<file path="src/rtl/irq_vec_pkg.sv">
package irq_vec_pkg;
    typedef enum logic [1:0] {
        ST_IDLE = 2'd0,
        ST_REQ  = 2'd1,
        ST_VEC  = 2'd2
    } irq_st_e;
endpackage

</file>
<file path="src/rtl/irq_pend_bank.sv">
module irq_pend_bank #(
    parameter int NUM_CH = 16
) (
    input  logic              clk,
    input  logic              rst_n,
    input  logic [NUM_CH-1:0] set_i,
    input  logic [NUM_CH-1:0] clr_i,
    output logic [NUM_CH-1:0] pend_o
);
    // one flop per channel; a set wins over a clear in the same cycle
    for (genvar g = 0; g < NUM_CH; g++) begin : g_flag
        always_ff @(posedge clk or negedge rst_n) begin
            if (!rst_n)
                pend_o[g] <= 1'b0;
            else if (set_i[g])
                pend_o[g] <= 1'b1;
            else if (clr_i[g])
                pend_o[g] <= 1'b0;
        end
    end
endmodule

</file>
<file path="src/rtl/irq_prio_pick.sv">
module irq_prio_pick #(
    parameter int NUM_CH = 16,
    localparam int CH_W = $clog2(NUM_CH)
) (
    input  logic [NUM_CH-1:0] elig_i,
    output logic              found_o,
    output logic [CH_W-1:0]   idx_o
);
    always_comb begin
        found_o = 1'b0;
        idx_o   = '0;
        // scan downward so the lowest eligible index is written last
        for (int i = NUM_CH - 1; i >= 0; i--) begin
            if (elig_i[i]) begin
                found_o = 1'b1;
                idx_o   = CH_W'(i);
            end
        end
    end
endmodule

</file>
<file path="src/rtl/irq_arb_judge.sv">
module irq_arb_judge #(
    parameter int LVL_W = 3,
    parameter int ID_W  = 4
) (
    input  logic             ack_valid_i,
    input  logic [LVL_W-1:0] ack_level_i,
    input  logic [ID_W-1:0]  ack_id_i,
    input  logic [LVL_W-1:0] own_level_i,
    input  logic [ID_W-1:0]  own_id_i,
    output logic             hit_o
);
    logic lvl_match;
    logic id_live;
    logic id_beats;

    always_comb begin
        lvl_match = (ack_level_i == own_level_i) && (own_level_i != '0);
        id_live   = (own_id_i != '0);
        id_beats  = (own_id_i > ack_id_i);
        hit_o     = ack_valid_i && lvl_match && id_live && id_beats;
    end
endmodule

</file>
<file path="src/rtl/irq_vec_gen.sv">
module irq_vec_gen #(
    parameter int NUM_CH = 16,
    parameter int LVL_W  = 3,
    parameter int ID_W   = 4,
    parameter int BASE_W = 4,
    localparam int CH_W  = $clog2(NUM_CH),
    localparam int VEC_W = BASE_W + CH_W
) (
    input  logic              clk,
    input  logic              rst_n,
    input  logic [NUM_CH-1:0] req_pulse,
    input  logic [NUM_CH-1:0] chan_en,
    input  logic [NUM_CH-1:0] sw_clr,
    input  logic [LVL_W-1:0]  cfg_level,
    input  logic [BASE_W-1:0] cfg_base,
    input  logic [ID_W-1:0]   cfg_arb_id,
    input  logic              ack_valid,
    input  logic [LVL_W-1:0]  ack_level,
    input  logic [ID_W-1:0]   ack_arb_id,
    output logic [LVL_W-1:0]  irq_level,
    output logic              irq_nmi,
    output logic              arb_win,
    output logic              vec_valid,
    output logic [VEC_W-1:0]  vec_out
);
    import irq_vec_pkg::*;

    localparam logic [LVL_W-1:0] LVL_NMI = {LVL_W{1'b1}};

    irq_st_e           state_q, state_d;
    logic [CH_W-1:0]   serv_q;
    logic [NUM_CH-1:0] pend;
    logic [NUM_CH-1:0] elig;
    logic [NUM_CH-1:0] svc_mask;
    logic [NUM_CH-1:0] clr_all;
    logic              pick_found;
    logic [CH_W-1:0]   pick_idx;
    logic              ack_hit;
    logic              take;
    logic              any_elig;

    assign elig     = pend & chan_en;
    assign any_elig = pick_found && (cfg_level != '0);
    assign take     = (state_q == ST_REQ) && ack_hit;

    // one-hot clear of the channel being serviced
    for (genvar g = 0; g < NUM_CH; g++) begin : g_svc
        assign svc_mask[g] = take && (pick_idx == CH_W'(g));
    end
    assign clr_all = sw_clr | svc_mask;

    irq_pend_bank #(.NUM_CH(NUM_CH)) u_pend (
        .clk    (clk),
        .rst_n  (rst_n),
        .set_i  (req_pulse),
        .clr_i  (clr_all),
        .pend_o (pend)
    );

    irq_prio_pick #(.NUM_CH(NUM_CH)) u_pick (
        .elig_i  (elig),
        .found_o (pick_found),
        .idx_o   (pick_idx)
    );

    irq_arb_judge #(.LVL_W(LVL_W), .ID_W(ID_W)) u_judge (
        .ack_valid_i (ack_valid),
        .ack_level_i (ack_level),
        .ack_id_i    (ack_arb_id),
        .own_level_i (cfg_level),
        .own_id_i    (cfg_arb_id),
        .hit_o       (ack_hit)
    );

    // next-state logic
    always_comb begin
        state_d = state_q;
        unique case (state_q)
            ST_IDLE: state_d = any_elig ? ST_REQ : ST_IDLE;
            ST_REQ:  begin
                if (take)          state_d = ST_VEC;
                else if (any_elig) state_d = ST_REQ;
                else               state_d = ST_IDLE;
            end
            ST_VEC:  state_d = any_elig ? ST_REQ : ST_IDLE;
            default: state_d = ST_IDLE;
        endcase
    end

    // state register and serviced-channel latch
    always_ff @(posedge clk or negedge rst_n) begin
        if (!rst_n) begin
            state_q <= ST_IDLE;
            serv_q  <= '0;
        end else begin
            state_q <= state_d;
            if (take)
                serv_q <= pick_idx;
        end
    end

    // outputs decoded from state
    always_comb begin
        irq_level = '0;
        irq_nmi   = 1'b0;
        arb_win   = 1'b0;
        vec_valid = 1'b0;
        vec_out   = '0;
        unique case (state_q)
            ST_IDLE: ;
            ST_REQ:  begin
                irq_level = cfg_level;
                irq_nmi   = (cfg_level == LVL_NMI);
                arb_win   = ack_hit;
            end
            ST_VEC:  begin
                vec_valid = 1'b1;
                vec_out   = {cfg_base, serv_q};
            end
            default: ;
        endcase
    end
endmodule

</file>
<file path="config.mk">
export PLATFORM = sky130hd
export DESIGN_NAME = irq_vec_gen
export DESIGN_NICKNAME = d
export VERILOG_FILES = /design/src/rtl/irq_vec_pkg.sv /design/src/rtl/irq_pend_bank.sv /design/src/rtl/irq_prio_pick.sv /design/src/rtl/irq_arb_judge.sv /design/src/rtl/irq_vec_gen.sv
export SDC_FILE = /design/constraint.sdc
export NUM_CORES = 1
export LEC_CHECK = 0
export CAP_MARGIN = 20
export CELL_PAD_IN_SITES_DETAIL_PLACEMENT = 2
export CELL_PAD_IN_SITES_GLOBAL_PLACEMENT = 2
export CORE_MARGIN = 1.5
export CORE_UTILIZATION = 37
export CTS_CLUSTER_DIAMETER = 60
export DETAILED_ROUTE_END_ITERATION = 6
export DONT_BUFFER_PORTS = 1
export PLACE_DENSITY = 0.95
export SLEW_MARGIN = 20
export SYNTH_ARGS = -nofsm -noshare
export SYNTH_HDL_FRONTEND = slang
export SYNTH_HIERARCHICAL = 1
export SYNTH_SLANG_ARGS = --single-unit
export TNS_END_PERCENT = 10
</file>
<file path="constraint.sdc">
create_clock -name clk -period 5.1 [get_ports clk]
set_clock_uncertainty 0.05 [all_clocks]
set_input_delay 0.765 -clock clk [delete_from_list [all_inputs] [get_ports clk]]
set_output_delay 0.765 -clock clk [all_outputs]
set_load 0.01 [all_outputs]
</file>
==> results.py <==
metrics = {
    "status": {
        "status": "finished clean",
    },
    "synthesis": {
        "synth_seq_area_share": 0.355,
        "post_synth_edffs": 0,
        "post_synth.cell_area_avg_um2": 9.06,
        "synth_async_sr_flop_share": 1.00,
        "yosys_register_bits": 22,
        "synth_top_area_frac": 0.355,
        "synthesis.instances": 171,
        "distinct_cell_type_count_of_the_synthesized_netlist": 36,
        "synth.top_cells.by_area": "sky130_fd_sc_hd__dfrtp_1 (36%), sky130_fd_sc_hd__and2_1 (11%), sky130_fd_sc_hd__a21o_1 (7.8%)",
        "synth_top_area_cell": "sky130_fd_sc_hd__dfrtp_1",
        "synth_fp_nets": 244,
        "mappedNetlistArea_um2": 1550,
        "synth_top_flop_cell": "sky130_fd_sc_hd__dfrtp_1",
        "yosys_warnings": 6,
    },
    "grt": {
        "grt_start_max_net_pins": 23,
        "grtUsageMet1": 0.251,
        "grt_overflow_total": 0,
        "grt_busiest_layer": "met2",
        "via_count_of_the_first_global_routing_pass": 1454,
        "grt_use_met2": 0.384,
        "grt_antenna_before_repair": 0,
        "grtUsageTotal": 0.218,
        "grtUsageMet3": 0.0550,
        "global_route_wire_length_before_repair_um": 7410,
    },
    "final_layout": {
        "layout-drive-gt1-share": 0.128,
        "postLayoutCoreUtil": 0.412,
        "syn2layout_area_growth_pct": 6.30,
        "antenna_cells": 0,
        "finalInstanceArea_um2": 1650,
        "final_cells": 222,
        "layout.cells.most_common": "sky130_fd_sc_hd__and2_1",
        "layout.cells.most_common_list": "sky130_fd_sc_hd__and2_1 (27), sky130_fd_sc_hd__inv_1 (23), sky130_fd_sc_hd__dfrtp_1 (22)",
        "design.final.nets": 246,
    },
    "sta": {
        "timing_worst_slew_pin_value_ns": 0.999,
        "tns_ns": 0,
        "relSlewSlack": 0.333,
        "hold-worst-slack_ns": 0.136,
        "timing.final.crit_period_ns": 3.35,
        "slew_viol_final": 0,
        "max_freq_ghz": 0.298,
        "hold_viol": 0,
        "rsz_0062_raised_after_global_routing": "no",
        "period_share": 0.657,
        "finalSetupViolCount": 0,
    },
    "floorplan": {
        "ioPinCount": 83,
        "initial_core_utilization": 0.387,
        "die_area_um2": 4580,
        "std_cell_rows": 23,
        "die_width_um": 67.7,
        "die_h_um": 67.7,
        "core_region_area_um2": 4000,
    },
    "routing": {
        "num_vias": 1315,
        "drcViolationCount": 0,
        "vias_per_std_cell": 5.92,
        "drtAntennaViolNets": 0,
        "initialDrtViolationCount": 33,
        "wl_per_cell_um": 21.4,
        "routed_wl_um": 4760,
        "drt_pre_antenna_iters": 4,
    },
    "setup_path": {
        "worstSetupEndpointType": "output port",
        "timing.critical_path.from": "cfg_level[1]",
        "critical_path_at_ns": 2.54,
        "timing.setup.critical_path_class": "primary input to output port",
        "timing.critical_path.required_ns": 4.28,
        "crit_slowest_cell": "sky130_fd_sc_hd__and3b_1",
        "critical_path.cell_chain": "or3b_1 > a211o_1 > a221oi_2 > and3b_1",
        "rr_worst_depth": 7,
        "cpPeakStageDelay_ns": 0.83,
        "timing.critical_path.from_type": "primary input",
        "timing.critical_path.fanout_max": 22,
        "regToRegEndpoint": "u_pend/pend_o[11]",
        "regToRegSetupSlack_ns": 2.28,
        "r2r_start": "u_pend/pend_o[7]",
        "cp-endpoint": "arb_win",
    },
    "pwr": {
        "p_sw_frac": 0.284,
        "internal-power_w": 0.000301,
        "power_per_cell_area_nw_per_um2": 255,
        "seq_power_share": 0.474,
        "pwr-share-clk": 0.303,
        "p_comb_frac": 0.223,
        "cellLeakagePower_nw": 0.797,
        "p_sw_w": 0.000119,
        "ir_worst_vdd_v": 0.000123,
    },
    "clock_tree": {
        "cts_tree": "built",
        "cts_inserted_buffers": 3,
        "cts_hold_repair.buffers": 0,
        "cts_max_path_buffers": 2,
        "ctsHtreeMaxLevel": 1,
        "cts-resized-gates": 0,
        "clock_sinks": 22,
        "clkLatencyLatePin_ns": 0.26,
        "post_cts_buffers": 0,
        "root_buffer": "sky130_fd_sc_hd__clkbuf_8",
        "path_clk_slew_ns": 0.08,
    },
    "placement": {
        "port_buffers": 0,
        "place_congestion": 0.780,
        "placed_cell_area_um2": 1590,
        "dp_hpwl_um": 3860,
        "dp_cells": 218,
    },
    "flow_run": {
        "timing.max_cap.violations": 0,
    },
    "min_path": {
        "holdCritPathClass": "primary input to async pin",
    },
}
## synth_stat cells (2+ instances only)
cell type / instances
sky130_fd_sc_hd__o21ai_0: 2
sky130_fd_sc_hd__dfrtp_1: 22
sky130_fd_sc_hd__nor3_1: 2
sky130_fd_sc_hd__a31o_2: 10
sky130_fd_sc_hd__nand3_1: 2
sky130_fd_sc_hd__and2_1: 27
sky130_fd_sc_hd__nor2_1: 9
sky130_fd_sc_hd__a41o_1: 6
sky130_fd_sc_hd__nand4_1: 3
sky130_fd_sc_hd__ha_1: 4
sky130_fd_sc_hd__a21o_1: 16
sky130_fd_sc_hd__mux2_4: 3
sky130_fd_sc_hd__nor4_2: 2
sky130_fd_sc_hd__a21oi_1: 5
sky130_fd_sc_hd__inv_1: 23
sky130_fd_sc_hd__nor2b_1: 8
sky130_fd_sc_hd__xnor2_1: 2
sky130_fd_sc_hd__nand2_1: 6
sky130_fd_sc_hd__and3_1: 2
## power by group through the flow
stage                     registers [W]  clock network [W]  logic [W]
final                          0.000199           0.000128  0.0000937
after global routing           0.000201           0.000136   0.000104
after CTS                      0.000200           0.000131  0.0000938
after detailed placement       0.000203                  0  0.0000921
after global placement         0.000202                  0  0.0000844
after floorplan                0.000199                  0  0.0000721
## cell families after synthesis
kind of cell             Yosys count  synth area share
multiplexers                       4            0.0363
buffers and inverters             26            0.0687
flip-flops                        22             0.355
AO/OA/AOI/OAI                     47             0.242
AND/OR/NAND/NOR                   66             0.254
adder cells (fa/ha/maj)            4            0.0323
XOR/XNOR                           2            0.0113
## state kept, by name (all words and copies together) (netlist names)
name and cells:
state_q 2, u_pend/pend_o 16, serv_q 4
## worst min-delay path by stage
stage	to	slack, ns	cells after the start
after floorplan	u_pend/pend_o[11]	0.39	1
after global placement	u_pend/pend_o[11]	0.40	1
after detailed placement	u_pend/pend_o[1]	0.41	1
after CTS	serv_q[2]	0.13	0
after global routing	serv_q[2]	0.12	0
final	u_pend/pend_o[1]	0.14	0
## critical path, delay by kind of cell
family	cells	cell delay (ns)
compound gates	2	0.57
simple gates	2	1.20
## layout make-up
class,count,area [µm²]
fill,439,2350
multi-input combinational,123,892
inverter,23,86.3
sequential,22,551
tap,50,62.6
clock buffer,4,55.1
## per-stage QoR
stage          total power, W  setup WS [ns]
3_5_place_dp         0.000295           1.77
5_1_grt              0.000441           1.64
3_3_place_gp         0.000286           1.87
6_report             0.000420           1.75
4_1_cts              0.000424           1.75
2_1_floorplan        0.000271           2.22
## metal layers
| layer | wire [µm] | vias to the layer above | part of all wire |
|---|---|---|---|
| li1 | - | 603 | - |
| met4 | 112 | 0 | 0.024 |
| met3 | 368 | 13 | 0.077 |
| met2 | 2480 | 49 | 0.52 |
| met5 | 0 | - | 0 |
| met1 | 1800 | 650 | 0.38 |
(Power assumes the default switching activity.)
